File: src/rtl/wpt_pkg.sv
package wpt_pkg;
  localparam int unsigned DATA_W = 64;
  localparam int unsigned CMP_LO = 2;

  function automatic int unsigned cmp_hi(bit large_va);
    return large_va ? 52 : 48;
  endfunction
endpackage

File: src/rtl/wpt_store.sv
module wpt_store #(
  parameter int unsigned NUM_ENT = 16,
  parameter int unsigned IDX_W   = 4,
  parameter int unsigned HI      = 48,
  parameter int unsigned LO      = 2,
  localparam int unsigned FW     = HI - LO + 1
) (
  input  logic                          clk_i,
  input  logic                          rst_ni,
  input  logic                          wr_en_i,
  input  logic [IDX_W-1:0]              wr_idx_i,
  input  logic [FW-1:0]                 wr_fld_i,
  output logic [NUM_ENT-1:0][FW-1:0]    ent_q_o
);
  for (genvar k = 0; k < NUM_ENT; k++) begin : g_ent
    logic [FW-1:0] fld_q;
    always_ff @(posedge clk_i or negedge rst_ni) begin
      if (!rst_ni)                                            fld_q <= '0;
      else if (wr_en_i && (wr_idx_i == IDX_W'(k)))            fld_q <= wr_fld_i;
    end
    assign ent_q_o[k] = fld_q;
  end
endmodule

File: src/rtl/wpt_cmp.sv
module wpt_cmp #(
  parameter int unsigned NUM_ENT = 16,
  parameter int unsigned FW      = 47
) (
  input  logic [NUM_ENT-1:0][FW-1:0] ent_i,
  input  logic [FW-1:0]              addr_fld_i,
  input  logic [NUM_ENT-1:0]         en_i,
  output logic [NUM_ENT-1:0]         hit_o
);
  for (genvar k = 0; k < NUM_ENT; k++) begin : g_cmp
    assign hit_o[k] = en_i[k] && (ent_i[k] == addr_fld_i);
  end
endmodule

File: src/rtl/wpt_rdfmt.sv
module wpt_rdfmt #(
  parameter int unsigned NUM_ENT = 16,
  parameter int unsigned IDX_W   = 4,
  parameter int unsigned DATA_W  = 64,
  parameter int unsigned HI      = 48,
  parameter int unsigned LO      = 2,
  localparam int unsigned FW     = HI - LO + 1,
  localparam int unsigned SX_W   = DATA_W - 1 - HI
) (
  input  logic [NUM_ENT-1:0][FW-1:0] ent_i,
  input  logic [IDX_W-1:0]           idx_i,
  output logic [DATA_W-1:0]          data_o
);
  logic [FW-1:0] sel;
  assign sel    = ent_i[idx_i];
  // upper bits rebuilt as sign copies, low bits hardwired zero
  assign data_o = {{SX_W{sel[FW-1]}}, sel, {LO{1'b0}}};
endmodule

File: src/rtl/wpt_addr_bank.sv
module wpt_addr_bank
  import wpt_pkg::*;
#(
  parameter int unsigned NUM_ENT  = 16,
  parameter bit          LARGE_VA = 1'b0,
  localparam int unsigned IDX_W   = $clog2(NUM_ENT)
) (
  input  logic               clk_i,
  input  logic               rst_ni,
  input  logic               wr_en_i,
  input  logic [IDX_W-1:0]   wr_idx_i,
  input  logic [DATA_W-1:0]  wr_data_i,
  input  logic [IDX_W-1:0]   rd_idx_i,
  output logic [DATA_W-1:0]  rd_data_o,
  input  logic [DATA_W-1:0]  addr_i,
  input  logic [NUM_ENT-1:0] ent_en_i,
  output logic [NUM_ENT-1:0] match_o
);
  localparam int unsigned HI = cmp_hi(LARGE_VA);
  localparam int unsigned FW = HI - CMP_LO + 1;

  logic [NUM_ENT-1:0][FW-1:0] ent_q;

  wpt_store #(.NUM_ENT(NUM_ENT), .IDX_W(IDX_W), .HI(HI), .LO(CMP_LO)) u_store (
    .clk_i    (clk_i),
    .rst_ni   (rst_ni),
    .wr_en_i  (wr_en_i),
    .wr_idx_i (wr_idx_i),
    .wr_fld_i (wr_data_i[HI:CMP_LO]),
    .ent_q_o  (ent_q)
  );

  wpt_cmp #(.NUM_ENT(NUM_ENT), .FW(FW)) u_cmp (
    .ent_i      (ent_q),
    .addr_fld_i (addr_i[HI:CMP_LO]),
    .en_i       (ent_en_i),
    .hit_o      (match_o)
  );

  wpt_rdfmt #(.NUM_ENT(NUM_ENT), .IDX_W(IDX_W), .DATA_W(DATA_W), .HI(HI), .LO(CMP_LO)) u_rd (
    .ent_i  (ent_q),
    .idx_i  (rd_idx_i),
    .data_o (rd_data_o)
  );
endmodule

File: config.mk
export PLATFORM = sky130hd
export DESIGN_NAME = wpt_addr_bank
export DESIGN_NICKNAME = d
export VERILOG_FILES = /design/src/rtl/wpt_pkg.sv /design/src/rtl/wpt_store.sv /design/src/rtl/wpt_cmp.sv /design/src/rtl/wpt_rdfmt.sv /design/src/rtl/wpt_addr_bank.sv
export SDC_FILE = /design/constraint.sdc
export NUM_CORES = 2
export LEC_CHECK = 0
export ABC_CLOCK_PERIOD_IN_PS = 5300
export BUFFER_PORTS_ARGS = -buffer_cell sky130_fd_sc_hd__clkbuf_2
export CAP_MARGIN = 40
export CELL_PAD_IN_SITES_DETAIL_PLACEMENT = 1
export CELL_PAD_IN_SITES_GLOBAL_PLACEMENT = 1
export CORE_MARGIN = 4
export CORE_UTILIZATION = 40
export DETAILED_ROUTE_END_ITERATION = 8
export PLACE_DENSITY = 0.72
export SLEW_MARGIN = 15
export SYNTH_ARGS = -nofsm -noshare
export SYNTH_HDL_FRONTEND = slang
export SYNTH_SLANG_ARGS = --single-unit
File: constraint.sdc
create_clock -name clk_i -period 5.3 [get_ports clk_i]
set_input_delay 0.795 -clock clk_i [delete_from_list [all_inputs] [get_ports clk_i]]
set_output_delay 0.795 -clock clk_i [all_outputs]
set_load 0.005 [all_outputs]
Yosys cells after proc, flatten, opt, wreduce, memory -nomap -nowiden
Cells that the tools add are included. W data, S select, Z words.

Register bits: 752. Input bits: 155. Logic and storage cells: 83.

Equal/unequal tests: 31. Order comparisons: 1. Reduce and logical (&&, ||, !) cells: 33. Multiplexer cells: 2.

Operator list (number): $eq A47 B47 Y1 (16); $bmux W47 S4 (1); $mux W47 (1); $eq A4 B4 Y1 const B (8); $logic_and A1 B1 Y1 (32); $eq A4 B3 Y1 const B (4); $eq A4 B2 Y1 const B (2); $lt A4 B5 Y1 const B (1); $eq A4 B1 Y1 const B (1); $logic_not A4 Y1 (1).

Logic depth before layout (Yosys ltp)
Depth in word-level cells: 2. Depth in mapped cells: 7.

Hierarchy
A second synthesis with hierarchy kept.

Cells, all modules: 3215. Area total of the unflattened synthesis: 42829.8 sq um.

Modules (own cells, without submodules): wpt_store (area each 28263.4 sq um, times used 1, cells each 1655, seq. area each 18818.0 sq um); wpt_cmp (area each 8937.3 sq um, times used 1, cells each 1147, seq. area each 0.0 sq um); wpt_rdfmt (area each 5629.1 sq um, times used 1, cells each 413, seq. area each 0.0 sq um).

Worst setup path after synthesis
OpenSTA, ideal clock, no wires.

Path type: input to output. Start: input port rd_idx_i[0]. End: output port rd_data_o[49]. Arrival time: 2.435 ns. Data required time: 4.505 ns. Path slack: 2.070 ns. Stages: 6. Path buffers: 3. Path through: buf_2 -> buf_2 -> mux4_2 -> a22oi_1 -> nand2_1 -> buf_4.

Longest elaborated chain between the ends: 2.

RTL lines: from (decl) (line wpt_addr_bank.sv:13) `input logic [IDX_W-1:0] rd_idx_i,`; $bmux W47 S4 (line wpt_rdfmt.sv:15) `assign sel = ent_i[idx_i];`; $mux W47 (implied by the code) (line wpt_rdfmt.sv:15); to (decl) (line wpt_addr_bank.sv:14) `output logic [DATA_W-1:0] rd_data_o,`.

No other way between the ends. The select of a mux whose other input is x is not followed.

Worst setup path after layout
Start: input port addr_i[16]. End: output port match_o[10].

Longest elaborated chain between the ends: 2.

RTL lines: from (decl) (line wpt_addr_bank.sv:15) `input logic [DATA_W-1:0] addr_i,`; $eq A47 B47 Y1 (line wpt_cmp.sv:11) `assign hit_o[k] = en_i[k] && (ent_i[k] == addr_fld_i);`; $logic_and A1 B1 Y1 (line wpt_cmp.sv:11); to (decl) (line wpt_addr_bank.sv:17) `output logic [NUM_ENT-1:0] match_o`.

No other way between the ends.

==> out/qor.log <==
qor: yosys.synth.lib_cells_used.distinct 41
qor: yosys.synth_mux_area_frac 0.298
qor: critical_path.critPathCaptureType output pin
qor: worst_hold_path.hold_class input pin to async pin
qor: drt.drt-pass1-iter-count 8
qor: floorplan.floorplan.die.width 334 um
qor: cells_and_area.post_route_core_utilization 0.459
qor: power_and_ir_drop.irDropWorstVdd 0.000266 V
qor: cts.clkTransAtPathRegs 0.06 ns
qor: timing.min_period_over_period 0.857
qor: yosys.post_synth_and_or_nand_nor_area_fraction 0.0499
qor: critical_path.worst_path_max_delay_cell nor4_1
qor: critical_path.crit_path_start_kind input pin
qor: cells_and_area.largest_register_ffs 752
qor: cts.cts_setup_buffers 0
qor: cts.cts_tree yes
qor: yosys.postSynthAreaPerCell 13.2 um^2
qor: global_routing.grt_pass1_vias 31500
qor: drt.drtIter0Drc 4666
qor: cells_and_area.largest_register u_store.g_ent.fld_q
qor: cts.clk-insertion-delay-late 0.69 ns
qor: floorplan.total_die_area 0.112 mm^2
qor: global_routing.global_route_wire_length_before_repair 290000 um
qor: drt.finalWirelength 218000 um
qor: yosys.synth-edff-count 0
qor: timing.report.final.setup_viol 0
qor: critical_path.worst_path_required 4.51 ns
qor: floorplan.core_area 0.106 mm^2
qor: timing.finalSetupTns 0 ns
qor: global_routing.grt_max_degree 140
qor: cts.cts_max_level 3
qor: drt.drc 0
qor: critical_path.timing.critical_path.arrival 3.75 ns
qor: floorplan.top_level_ports 235
qor: yosys.fraction_of_synthesized_cell_area_taken_by_the_top_area_cell_type 0.442
qor: yosys.syn_inst 3235
qor: critical_path.critical_path_peak_fanout 17
qor: yosys.yosys_register_bits 752
qor: critical_path.cp_cell_sequence clkbuf_2, xor2_1, nor4_1, nand4_1, nor4_1, buf_4, clkbuf_2
qor: timing.rsz0062_at_grt false
qor: cts.cts_resized 0
qor: yosys.ys.warnings.count 0
qor: yosys.synth_top_family_by_area multiplexers
qor: cts.cts_sinks 752
qor: global_routing.grt_remaining_overflow 0
qor: power_and_ir_drop.power-per-cell-area 450 mW/mm^2
qor: placement.place.gp.congestion 1.06
qor: cts.cts.path.max_buffers 3
qor: cts.cts_inserted_buffers 90
qor: timing.finalCriticalPeriod 4.54 ns
qor: yosys.compound_gate_fraction_of_synth_area 0.0257
qor: timing.hold_viol_final 0
qor: cells_and_area.area_delta_synth_final 13.8%
qor: placement.place.port_buffers 198
qor: floorplan.floorplan.die.height 334 um
qor: critical_path.worst-setup-path-type input pin to output pin
qor: cells_and_area.fraction_of_layout_cells_with_a_size_suffix_above_1 0.422
qor: timing.final.setup_skew 0 ns
qor: yosys.synth_top_cell_by_area dfrtp_1
qor: timing.max_slew_margin 0.299
qor: timing.fmaxAchievable 220 MHz
qor: yosys.postSynth.asyncResetShare 1.00
qor: floorplan.placementRows 119
qor: drt.post_drt_via_cell_ratio 6.46
qor: timing.timing_worst_slew_pin_value 1.04 ns
qor: drt.routed-via-count 31400
qor: yosys.synth_commonest_cells dfrtp_1, mux2_2, xor2_1
qor: cts.ctsRootBufferMaster clkbuf_16
qor: critical_path.cp_slowest_stage_delay 0.73 ns
qor: yosys.yosys.area_share.adder 0
qor: yosys.netlist_area 0.0426 mm^2
qor: yosys.synth_xor_area_frac 0.144
qor: yosys.synth.top_cells.by_area dfrtp_1, mux2_2, xor2_1
qor: timing.final_max_slew_viol_count 0
qor: cells_and_area.nets 3549
qor: cells_and_area.layout_top_registers u_store.g_ent.fld_q: 752 flops
qor: drt.wl_per_cell 44.8 um
qor: global_routing.grtUsageTotal 0.384
qor: power_and_ir_drop.p_leak 21.0 nW
qor: yosys.synth.yosys.seq_area_share 0.442
qor: floorplan.initial_core_util 0.404
qor: flow_run.max-cap-violations 0
qor: outcome.status finished, final reports clean
qor: cts.holdBufCountCts 0
qor: global_routing.grt_antenna_before_repair 27
qor: yosys.ys.flop_type dfrtp_1
qor: placement.dp.final_hpwl 166000 um
qor: drt.post_route_antenna_net_violation_count 0
qor: yosys.post-synth-top-count-cell dfrtp_1
-- final timing paths --
| check | startpoint | endpoint | slack [ns] | cells past startpoint |
|---|---|---|---|---|
| max | addr_i[16] | match_o[10] | 0.76 | 7 |
| min | rst_ni | u_store.g_ent[13].fld_q[41] | 0.1 | 1 |
| max reg2reg | u_store.g_ent[6].fld_q[41] | u_store.g_ent[6].fld_q[41] | 4.24 | 1 |
| min reg2reg | u_store.g_ent[0].fld_q[27] | u_store.g_ent[0].fld_q[27] | 0.54 | 1 |
| max in group asynchronous | rst_ni | u_store.g_ent[6].fld_q[2] | 3.92 | 2 |
| min in group clk_i | u_store.g_ent[0].fld_q[27] | u_store.g_ent[0].fld_q[27] | 0.54 | 1 |
-- placed cells by master (no fill, tap or decap), types with 9 or more instances in the layout --
cell,netlist,routed
diode_2,0,9
nand2b_1,24,20
a22oi_1,94,94
mux2_4,30,30
nor4_1,152,146
mux2_1,12,12
or4_1,12,12
nor2_1,19,9
o21ai_0,13,13
inv_1,33,33
mux4_2,188,188
nand2_1,67,66
nor2_4,0,10
clkbuf_8,0,20
buf_4,51,148
nand4_1,64,64
dfrtp_1,752,752
mux2_2,700,700
clkinv_2,0,15
clkbuf_16,0,90
buf_12,0,18
nor2b_1,18,15
xnor2_1,106,106
clkbuf_1,80,15
clkbuf_2,0,195
xor2_1,596,596
-- power breakdown --
part / internal [mW] / leakage (nW) / switching (mW)
sequential: 7.08 / 9.22 / 1.61
clock: 3.68 / 1.45 / 2.72
combinational: 2.71 / 10.3 / 4.02
-- through the flow --
stage          total power, mW  hold WS, ns  cells  worst slack [ns]  cell area [um^2]
2_1_floorplan             11.6        0.497   3236              2.07             42600
6_report                  21.8       0.0977   4861             0.760             48500
3_5_place_dp              15.1        0.527   4685             0.937             45400
4_1_cts                   21.5        0.124   4844             0.928             48400
3_3_place_gp              14.9        0.516   4668             0.970             45200
5_1_grt                   22.2        0.132   4852             0.916             48400
-- routing by layer --
| layer | track usage | vias up | share of wire |
|---|---|---|---|
| met3 | 0.104 | 454 | 0.099 |
| li1 | - | 12000 | - |
| met4 | 0.234 | 10 | 0.076 |
| met5 | 0 | - | 0.00034 |
| met1 | 0.515 | 17000 | 0.40 |
| met2 | 0.556 | 1933 | 0.42 |
-- worst max-delay path: cells and delay by family --
kind	cells	cell delay [ns]
simple gates	3	1.62
buf+inv	3	0.86
xor+xnor	1	0.45
-- layout make-up --
class	instances	area, um^2
fill	10700	57100
multi-input combinational	2150	22300
sequential	752	18800
clock buffer	124	2570
timing repair buffer	367	2560
tap	1391	1740
clock inverter	35	380
inverter	33	124
antenna	9	22.5
-- logic make-up (layout without fill, tap and decap cells) --
logic type	Yosys count	in the layout
multiplexers	930	930
XOR/XNOR	702	702
AO/OA/AOI/OAI	144	144
AND/OR/NAND/NOR	372	372
buffers and inverters	334	559
flip-flops	752	752
other	1	11
Power figures use the tool's default switching activity.
